<file path="config.mk">
export PLATFORM = sky130hd
export DESIGN_NAME = fpu_core
export DESIGN_NICKNAME = d
export VERILOG_FILES = /design/src/rtl/fpu_pkg.sv /design/src/rtl/fpu_unpack.sv /design/src/rtl/fpu_addsub.sv /design/src/rtl/fpu_mul.sv /design/src/rtl/fpu_norm.sv /design/src/rtl/fpu_cmp.sv /design/src/rtl/fpu_core.sv
export SDC_FILE = /design/constraint.sdc
export NUM_CORES = 2
export LEC_CHECK = 0
export CORE_MARGIN = 2
export CORE_UTILIZATION = 60
export DETAILED_ROUTE_END_ITERATION = 12
export DONT_BUFFER_PORTS = 1
export PLACE_DENSITY = 0.86
export SLEW_MARGIN = 20
export SYNTH_ARGS = -nofsm -noshare
export SYNTH_HDL_FRONTEND = slang
export SYNTH_SLANG_ARGS = --single-unit
</file>
<file path="constraint.sdc">
create_clock -name clk_i -period 0.8 [get_ports clk_i]
set_input_delay 0.08 -clock clk_i [delete_from_list [all_inputs] [get_ports clk_i]]
set_output_delay 0.08 -clock clk_i [all_outputs]
set_load 0.1 [all_outputs]
</file>
<file path="src/rtl/fpu_pkg.sv">
package fpu_pkg;
  typedef enum logic [1:0] {
    OP_ADD = 2'b00,
    OP_SUB = 2'b01,
    OP_MUL = 2'b10,
    OP_CMP = 2'b11
  } fpu_op_e;

  localparam logic [1:0] ORD_GT = 2'b01;
  localparam logic [1:0] ORD_EQ = 2'b00;
  localparam logic [1:0] ORD_LT = 2'b10;
endpackage

</file>
<file path="src/rtl/fpu_unpack.sv">
module fpu_unpack #(
  parameter int EXP_W  = 8,
  parameter int FRAC_W = 23
) (
  input  logic [EXP_W+FRAC_W:0] word_i,
  output logic                  sign_o,
  output logic [EXP_W-1:0]      exp_o,
  output logic [FRAC_W-1:0]     frac_o,
  output logic [FRAC_W:0]       mant_o
);
  localparam int W = 1 + EXP_W + FRAC_W;

  logic is_zero;

  assign sign_o  = word_i[W-1];
  assign exp_o   = word_i[W-2:FRAC_W];
  assign frac_o  = word_i[FRAC_W-1:0];
  assign is_zero = (exp_o == '0) && (frac_o == '0);
  // hidden one is explicit except for the zero encoding
  assign mant_o  = is_zero ? '0 : {1'b1, frac_o};
endmodule

</file>
<file path="src/rtl/fpu_addsub.sv">
module fpu_addsub #(
  parameter int EXP_W  = 8,
  parameter int FRAC_W = 23,
  parameter int XW     = EXP_W + 3
) (
  input  logic                 sub_i,
  input  logic                 sa_i,
  input  logic [EXP_W-1:0]     ea_i,
  input  logic [FRAC_W:0]      ma_i,
  input  logic                 sb_i,
  input  logic [EXP_W-1:0]     eb_i,
  input  logic [FRAC_W:0]      mb_i,
  output logic                 sign_o,
  output logic signed [XW-1:0] exp_o,
  output logic [FRAC_W+1:0]    raw_o
);
  localparam int M = FRAC_W + 1;

  logic             sb_eff;
  logic [EXP_W-1:0] diff;
  logic [M-1:0]     ax, bx;

  assign sb_eff = sb_i ^ sub_i;

  // alignment: smaller exponent operand shifted right, truncating
  always_comb begin
    if (ea_i >= eb_i) begin
      diff  = ea_i - eb_i;
      exp_o = XW'(ea_i);
      ax    = ma_i;
      bx    = mb_i >> diff;
    end else begin
      diff  = eb_i - ea_i;
      exp_o = XW'(eb_i);
      ax    = ma_i >> diff;
      bx    = mb_i;
    end
  end

  always_comb begin
    if (sa_i == sb_eff) begin
      raw_o  = (M+1)'(ax) + (M+1)'(bx);
      sign_o = sa_i;
    end else if (ax > bx) begin
      raw_o  = {1'b0, ax - bx};
      sign_o = sa_i;
    end else begin
      raw_o  = {1'b0, bx - ax};
      sign_o = sb_eff;
    end
  end
endmodule

</file>
<file path="src/rtl/fpu_mul.sv">
module fpu_mul #(
  parameter int EXP_W  = 8,
  parameter int FRAC_W = 23,
  parameter int XW     = EXP_W + 3
) (
  input  logic                 sa_i,
  input  logic [EXP_W-1:0]     ea_i,
  input  logic [FRAC_W:0]      ma_i,
  input  logic                 sb_i,
  input  logic [EXP_W-1:0]     eb_i,
  input  logic [FRAC_W:0]      mb_i,
  output logic                 sign_o,
  output logic signed [XW-1:0] exp_o,
  output logic [FRAC_W+1:0]    raw_o
);
  localparam int M    = FRAC_W + 1;
  localparam int BIAS = 2 ** (EXP_W - 1) - 1;

  logic [2*M-1:0] prod;

  assign sign_o = sa_i ^ sb_i;
  assign prod   = (2*M)'(ma_i) * (2*M)'(mb_i);
  // top M+1 product bits; MSB acts as the carry position for the normaliser
  assign raw_o  = prod[2*M-1:M-1];
  assign exp_o  = XW'(ea_i) + XW'(eb_i) - XW'(BIAS);
endmodule

</file>
<file path="src/rtl/fpu_norm.sv">
module fpu_norm #(
  parameter int FRAC_W = 23,
  parameter int XW     = 11
) (
  input  logic [FRAC_W+1:0]    raw_i,
  input  logic signed [XW-1:0] exp_i,
  output logic [FRAC_W:0]      mant_o,
  output logic signed [XW-1:0] exp_o,
  output logic                 zero_o
);
  localparam int M = FRAC_W + 1;

  logic [XW-1:0] sh;

  // leading-one scan, highest set bit wins
  always_comb begin
    sh = '0;
    for (int i = 0; i < M; i++) begin
      if (raw_i[i]) sh = XW'(M - 1 - i);
    end
  end

  assign zero_o = (raw_i == '0);

  always_comb begin
    if (raw_i[M]) begin
      mant_o = raw_i[M:1];
      exp_o  = exp_i + XW'(1);
    end else begin
      mant_o = raw_i[M-1:0] << sh;
      exp_o  = exp_i - $signed(sh);
    end
  end
endmodule

</file>
<file path="src/rtl/fpu_cmp.sv">
module fpu_cmp
  import fpu_pkg::*;
#(
  parameter int EXP_W  = 8,
  parameter int FRAC_W = 23
) (
  input  logic              sa_i,
  input  logic [EXP_W-1:0]  ea_i,
  input  logic [FRAC_W-1:0] fa_i,
  input  logic              sb_i,
  input  logic [EXP_W-1:0]  eb_i,
  input  logic [FRAC_W-1:0] fb_i,
  output logic [1:0]        code_o
);
  // sign, then exponent field, then fraction field; no magnitude inversion
  always_comb begin
    if (sa_i != sb_i)     code_o = sa_i ? ORD_LT : ORD_GT;
    else if (ea_i > eb_i) code_o = ORD_GT;
    else if (eb_i > ea_i) code_o = ORD_LT;
    else if (fa_i > fb_i) code_o = ORD_GT;
    else if (fb_i > fa_i) code_o = ORD_LT;
    else                  code_o = ORD_EQ;
  end
endmodule

</file>
<file path="src/rtl/fpu_core.sv">
module fpu_core
  import fpu_pkg::*;
#(
  parameter int EXP_W  = 8,
  parameter int FRAC_W = 23
) (
  input  logic                  clk_i,
  input  logic                  rst_ni,
  input  logic [1:0]            op_i,
  input  logic [EXP_W+FRAC_W:0] a_i,
  input  logic [EXP_W+FRAC_W:0] b_i,
  output logic [EXP_W+FRAC_W:0] res_o
);
  localparam int W  = 1 + EXP_W + FRAC_W;
  localparam int M  = FRAC_W + 1;
  localparam int XW = EXP_W + 3;

  fpu_op_e op;
  assign op = fpu_op_e'(op_i);

  logic [W-1:0]      opnd   [2];
  logic              s_u    [2];
  logic [EXP_W-1:0]  e_u    [2];
  logic [FRAC_W-1:0] f_u    [2];
  logic [M-1:0]      m_u    [2];

  assign opnd[0] = a_i;
  assign opnd[1] = b_i;

  for (genvar g = 0; g < 2; g++) begin : g_unp
    fpu_unpack #(.EXP_W(EXP_W), .FRAC_W(FRAC_W)) u_unp (
      .word_i (opnd[g]),
      .sign_o (s_u[g]),
      .exp_o  (e_u[g]),
      .frac_o (f_u[g]),
      .mant_o (m_u[g])
    );
  end

  logic                 as_sign, mu_sign;
  logic signed [XW-1:0] as_exp, mu_exp;
  logic [M:0]           as_raw, mu_raw;

  fpu_addsub #(.EXP_W(EXP_W), .FRAC_W(FRAC_W), .XW(XW)) u_addsub (
    .sub_i  (op == OP_SUB),
    .sa_i   (s_u[0]), .ea_i (e_u[0]), .ma_i (m_u[0]),
    .sb_i   (s_u[1]), .eb_i (e_u[1]), .mb_i (m_u[1]),
    .sign_o (as_sign),
    .exp_o  (as_exp),
    .raw_o  (as_raw)
  );

  fpu_mul #(.EXP_W(EXP_W), .FRAC_W(FRAC_W), .XW(XW)) u_mul (
    .sa_i   (s_u[0]), .ea_i (e_u[0]), .ma_i (m_u[0]),
    .sb_i   (s_u[1]), .eb_i (e_u[1]), .mb_i (m_u[1]),
    .sign_o (mu_sign),
    .exp_o  (mu_exp),
    .raw_o  (mu_raw)
  );

  // one normaliser shared by both arithmetic paths
  logic                 sel_mul;
  logic                 n_sign;
  logic signed [XW-1:0] n_exp_in, n_exp;
  logic [M:0]           n_raw;
  logic [M-1:0]         n_mant;
  logic                 n_zero;

  assign sel_mul  = (op == OP_MUL);
  assign n_sign   = sel_mul ? mu_sign : as_sign;
  assign n_exp_in = sel_mul ? mu_exp  : as_exp;
  assign n_raw    = sel_mul ? mu_raw  : as_raw;

  fpu_norm #(.FRAC_W(FRAC_W), .XW(XW)) u_norm (
    .raw_i  (n_raw),
    .exp_i  (n_exp_in),
    .mant_o (n_mant),
    .exp_o  (n_exp),
    .zero_o (n_zero)
  );

  logic [1:0] ord_code;

  fpu_cmp #(.EXP_W(EXP_W), .FRAC_W(FRAC_W)) u_cmp (
    .sa_i   (s_u[0]), .ea_i (e_u[0]), .fa_i (f_u[0]),
    .sb_i   (s_u[1]), .eb_i (e_u[1]), .fb_i (f_u[1]),
    .code_o (ord_code)
  );

  logic [W-1:0] res_d;

  always_comb begin
    if (op == OP_CMP)  res_d = {{(W-2){1'b0}}, ord_code};
    else if (n_zero)   res_d = '0;
    else               res_d = {n_sign, n_exp[EXP_W-1:0], n_mant[FRAC_W-1:0]};
  end

  always_ff @(posedge clk_i or negedge rst_ni) begin
    if (!rst_ni) res_o <= '0;
    else         res_o <= res_d;
  end

  p_norm_lead_r6: assert property (@(posedge clk_i) disable iff (!rst_ni)
    !n_zero |-> n_mant[M-1]);

  p_cancel_zero_r9: assert property (@(posedge clk_i) disable iff (!rst_ni)
    (op_i == OP_SUB && a_i == b_i) |=> (res_o == '0));

  p_mul_sign_r5: assert property (@(posedge clk_i) disable iff (!rst_ni)
    (op_i == OP_MUL) |=> (res_o == '0 || res_o[W-1] == $past(a_i[W-1] ^ b_i[W-1])));

  p_cmp_sign_r7: assert property (@(posedge clk_i) disable iff (!rst_ni)
    (op_i == OP_CMP && a_i[W-1] != b_i[W-1])
      |=> (res_o[1:0] == ($past(a_i[W-1]) ? ORD_LT : ORD_GT)));

  p_cmp_upper_zero_r8: assert property (@(posedge clk_i) disable iff (!rst_ni)
    (op_i == OP_CMP) |=> (res_o[W-1:2] == '0));

  p_cmp_no_code3_r8: assert property (@(posedge clk_i) disable iff (!rst_ni)
    (op_i == OP_CMP) |=> (res_o[1:0] != 2'b11));
endmodule

</file>
==> impl_metrics.csv, run 1 <==
group,metric,value,unit
run_status,status,"aborted with a tool error",
run_status,stop_stage,"global routing",
run_status,error_line,"[ERROR GRT-0232] Routing congestion too high. Check the congestion heatmap in the GUI.",
yosys,synth_compound_area_share,15.5,%
die,ios,100,
yosys,synth_top_family_by_area,"adder cells",
yosys,syn_avg_cell_area,7.92,um^2
die,placement_rows,83,
yosys,ys_seq_area_share,2.55,%
yosys,ys_warn_count,0,
clock_network,cts_sinks,32,
placed_design,dp_cells,5349,
die,start_util,61.0,%
global_routing,overflow,28,
global_routing,grt_start_max_net_pins,33,
yosys,synth.distinct_cells,100,
yosys,synthArstFlopShare,100,%
clock_network,cts_root_buf,"clkbuf_16",
yosys,synth_ff_type,"dfrtp_1",
yosys,yosys.area_share.simple,21.8,%
clock_network,cts_buffers,5,
placed_design,gp_congestion,1.15,
placed_design,io_buffers,0,
placed_design,place_hpwl,117000,um
yosys,syn-instance-count,3965,
yosys,syn_area,31400,um^2
yosys,synth_mux_area_share,3.89,%
yosys,synth_adder_area_share,43.1,%
die,die_h,233,um
yosys,ys_seq_elements,32,
die,die_w,233,um
placed_design,dp_slack,-10.09,ns
global_routing,globalRouteTotalUtil,77.2,%
clock_network,clock_path_buffers,2,
yosys,synth_edf_count,0,
clock_network,htreeDepth,2,
yosys,synth_xor_area_share,1.95,%
yosys,synth_fp_nets,4822,
## layer usage
| metal | GRT usage (%) | GRT overflow |
|---|---|---|
| met5 | 57.4 | 0 |
| met4 | 71.9 | 9 |
| met3 | 68.9 | 5 |
| met2 | 91.2 | 13 |
| met1 | 74.5 | 1 |
## kinds of logic after synthesis
group / count (synthesis)
xor+xnor: 70
mux: 109
flops: 32
compound gates: 722
simple gates: 1327
buf+inv: 915
fa+ha+maj: 790
## per-stage QoR
step           hold slack [ns]  setup TNS, ns  util [%]  instance area, um^2
4_1_cts                 -0.512        -285.35      81.0                41700
2_1_floorplan           -0.216        -259.55         -                32000
3_5_place_dp            -0.215        -307.85      77.1                39700
3_3_place_gp            -0.215        -304.62      77.1                39700
## cell usage after synthesis, types with 8 or more instances
master | instances | share of area, %
nand2b_1 | 23 | 0.46
nor4_1 | 68 | 1.4
a2111oi_0 | 9 | 0.25
inv_1 | 674 | 8.1
xor2_1 | 22 | 0.61
a22oi_1 | 17 | 0.41
nor2_1 | 220 | 2.6
o22ai_1 | 17 | 0.34
o211ai_1 | 23 | 0.55
clkbuf_1 | 191 | 2.3
nand4_1 | 31 | 0.62
a21o_1 | 51 | 1.2
buf_1 | 20 | 0.24
a31oi_1 | 34 | 0.68
o21a_1 | 23 | 0.55
and2_1 | 387 | 7.7
a221oi_1 | 17 | 0.47
or3_1 | 11 | 0.22
nor2b_1 | 38 | 0.76
mux2i_1 | 89 | 2.8
o31ai_1 | 15 | 0.36
a22o_1 | 18 | 0.50
mux4_2 | 9 | 0.65
dfrtp_1 | 32 | 2.6
nand2_1 | 329 | 3.9
fa_1 | 488 | 31
xnor2_1 | 48 | 1.3
nor3_1 | 73 | 1.2
and3_1 | 55 | 1.1
o21ai_0 | 141 | 2.2
a211oi_1 | 25 | 0.60
o221ai_1 | 9 | 0.25
nand3_1 | 46 | 0.73
o211a_1 | 10 | 0.32
ha_1 | 301 | 12
or2_2 | 12 | 0.24
buf_2 | 17 | 0.27
mux2_2 | 8 | 0.29
o21bai_1 | 22 | 0.53
a21oi_1 | 181 | 2.9
## timing repair
action,CTS
buffers inserted,102
endpoints found under the setup margin,64
pin swaps,113
cloned,3
hold endpoints to repair,32
resized for setup,217
==> inputs of run 2 (changes only) <==
--- a/config.mk
+++ b/config.mk
@@ -6,10 +6,10 @@
 export NUM_CORES = 2
 export LEC_CHECK = 0
 export CORE_MARGIN = 2
-export CORE_UTILIZATION = 60
+export CORE_UTILIZATION = 40
 export DETAILED_ROUTE_END_ITERATION = 12
 export DONT_BUFFER_PORTS = 1
-export PLACE_DENSITY = 0.86
+export PLACE_DENSITY_LB_ADDON = 0.15
 export SLEW_MARGIN = 20
 export SYNTH_ARGS = -nofsm -noshare
 export SYNTH_HDL_FRONTEND = slang
==> run 2 against run 1 <==
The flow now finishes, with violations (hold timing, setup timing); synthesized cell count is the same; area after synthesis unchanged.
==> impl_metrics.csv, run 2 <==
group,metric,value,unit
yosys,ys_seq_elements,32,
clock_network,clock_path_buffers,2,
yosys,synthArstFlopShare,100,%
setup_path,startpoint,"b_i[29]",
yosys,synth_fp_nets,4822,
timing,final.setup.worst_slack,-9.36,ns
yosys,synth_ff_type,"dfrtp_1",
placed_design,io_buffers,0,
placed_design,gp_congestion,1.03,
yosys,syn_area,31400,um^2
timing,rsz0062_at_grt,"true",
yosys,synth_area_leaders,"fa_1 31%, ha_1 12%, inv_1 8.1%, and2_1 7.7%, nand2_1 3.9%",
yosys,syn-instance-count,3965,
clock_network,htreeDepth,2,
layout,top_regs,"res_o (32)",
clock_network,cts_root_buf,"clkbuf_16",
layout,syn2layout_area_growth,36.4,%
setup_path,critPathMostFrequentCell,"fa_1",
clock_network,cts_sinks,32,
run_status,status,"finished, violations left",
setup_path,critPathLaunchType,"input port",
die,ios,100,
die,placement_rows,102,
timing,worst_slew_pin_slew,1.02,ns
global_routing,overflow,0,
yosys,synth.distinct_cells,100,
route,finalWirelength,143000,um
yosys,synth_most_common_cell,"inv_1",
route,via_count,32400,
timing,fin_hold_ws,-0.504,ns
yosys,yosys.area.top_type,"fa_1",
yosys,ys_warn_count,0,
run_status,violations,"hold timing, setup timing",
route,dr.pass1.iters,6,
layout,top_register,"res_o",
die,die_w,284,um
route,remaining_drc_errors,0,
yosys,synth_commonest_cells,"674 x inv_1, 488 x fa_1, 387 x and2_1",
yosys,syn_avg_cell_area,7.92,um^2
setup_path,critPathMaxFanout,7,
layout,fillers,7409,
route,ant_nets,0,
global_routing,grt_pass1_vias,32800,
clock_network,cts_buffers,5,
layout,nNetsFinal,5661,
timing,slew_headroom,31.5,%
die,dieArea,80700,um^2
global_routing,grt_start_max_net_pins,33,
global_routing,grt_first_pass_wirelength,214000,um
global_routing,globalRouteTotalUtil,35.2,%
die,die_h,284,um
global_routing,antenna_found_initial,3,
yosys,ys_seq_area_share,2.55,%
setup_path,crit_required,1.00,ns
die,start_util,40.5,%
yosys,synth_edf_count,0,
clock_network,clkTransAtPathRegs,0.05,ns
timing,min_period,10.16,ns
route,drt-initial-drc-count,2886,
route,wl_per_cell,24.5,um
layout,drive_above_1_share,29.8,%
clock_network,cts_tree,"done",
setup_path,crit_slowest_cell,"mux4_2",
layout,most-common-layout-cells,"946 x buf_4, 662 x inv_1, 461 x fa_1, 368 x and2_1, 320 x nand2_1",
setup_path,worstSetupPathType,"input port to flop",
layout,final_common_cell,"buf_4",
timing,hold_viol_final,32,
layout,fin_area,42800,um^2
setup_path,cpPeakStageDelay,0.59,ns
yosys,synth_top_area_share,31.1,%
timing,setup-violations-final,64,
timing,fin_setup_tns,-294.37,ns
job,drv_cap,0,
layout,largest_reg_flops,32,
route,via_per_inst,5.53,
timing,final-max-slew-violation-count,0,
placed_design,placed_cell_area,40200,um^2
timing,finalCritPeriodShare,1270,%
die,core_area,77600,um^2
setup_path,end_kind,"flop",
setup_path,cp.arrival,10.36,ns
hold_path,worst_hold_path_type,"input port to asynchronous set/reset pin",
timing,fmax,98.4,MHz
placed_design,place_hpwl,119000,um
run 2: cell families after synthesis:
| group | count (synthesis) | synth area share, % |
|---|---|---|
| fa+ha+maj | 790 | 43.1 |
| mux | 109 | 3.89 |
| simple gates | 1327 | 21.8 |
| compound gates | 722 | 15.5 |
| xor+xnor | 70 | 1.95 |
| buf+inv | 915 | 11.1 |
| flops | 32 | 2.55 |
run 2: critical path, delay by kind of cell:
kind / cells / cell delay (ns)
AO/OA/AOI/OAI: 8 / 1.64
adder cells (fa/ha/maj): 8 / 3.82
multiplexers: 2 / 0.85
buffers and inverters: 15 / 1.68
AND/OR/NAND/NOR: 11 / 2.24
run 2: layout make-up:
| type | instances | area (um^2) | area share [%] |
|---|---|---|---|
| antenna | 3 | 7.51 | 0.0175 |
| clock buffer | 8 | 156 | 0.365 |
| inverter | 679 | 2550 | 5.96 |
| multi-input combinational | 3020 | 28900 | 67.5 |
| sequential | 32 | 840 | 1.96 |
| tap | 1040 | 1300 | 3.04 |
| timing repair buffer | 1066 | 9070 | 21.2 |
run 2: layer usage:
| metal | part of all wire, % | wire (um) | track usage [%] | vias to the layer above |
|---|---|---|---|---|
| met4 | 6.6 | 9400 | 18.5 | 2 |
| li1 | - | - | - | 14700 |
| met5 | 0.0091 | 13 | 0 | - |
| met3 | 7.0 | 10100 | 5.10 | 324 |
| met1 | 41 | 59300 | 46.4 | 16000 |
| met2 | 45 | 64600 | 56.2 | 1338 |
run 2: path summary, 6_finish.rpt:
path | endpoint | slack [ns] | cells after the start
max in group asynchronous | res_o[4] | 1.19 | 0
worst min-delay path | res_o[31] | -0.50 | 0
min in group clk_i | res_o[31] | 0.07 | 2
worst max-delay path | res_o[18] | -9.36 | 44
run 2: timing repair:
action	CTS	global route
pin swaps	129	74
gates cloned	6	0
endpoints found under the hold margin	32	32
gates resized for setup	214	104
setup buffers	94	34
setup endpoints to repair	64	64
run 2: metrics by stage:
step | utilization [%] | setup slack, ns | hold WS, ns | instances
2_1_floorplan | - | -9.05 | -0.216 | 3965
3_3_place_gp | 51.7 | -10.24 | -0.215 | 5719
3_5_place_dp | 51.8 | -10.12 | -0.215 | 5720
4_1_cts | 54.4 | -9.22 | -0.512 | 5821
5_1_grt | 55.2 | -9.63 | -0.514 | 5845
6_report | 55.2 | -9.36 | -0.504 | 5848
Power of run 2 is left out: the tool's default activity adds up to more than one toggle a clock period on the data nets, which glitch-free logic cannot reach.
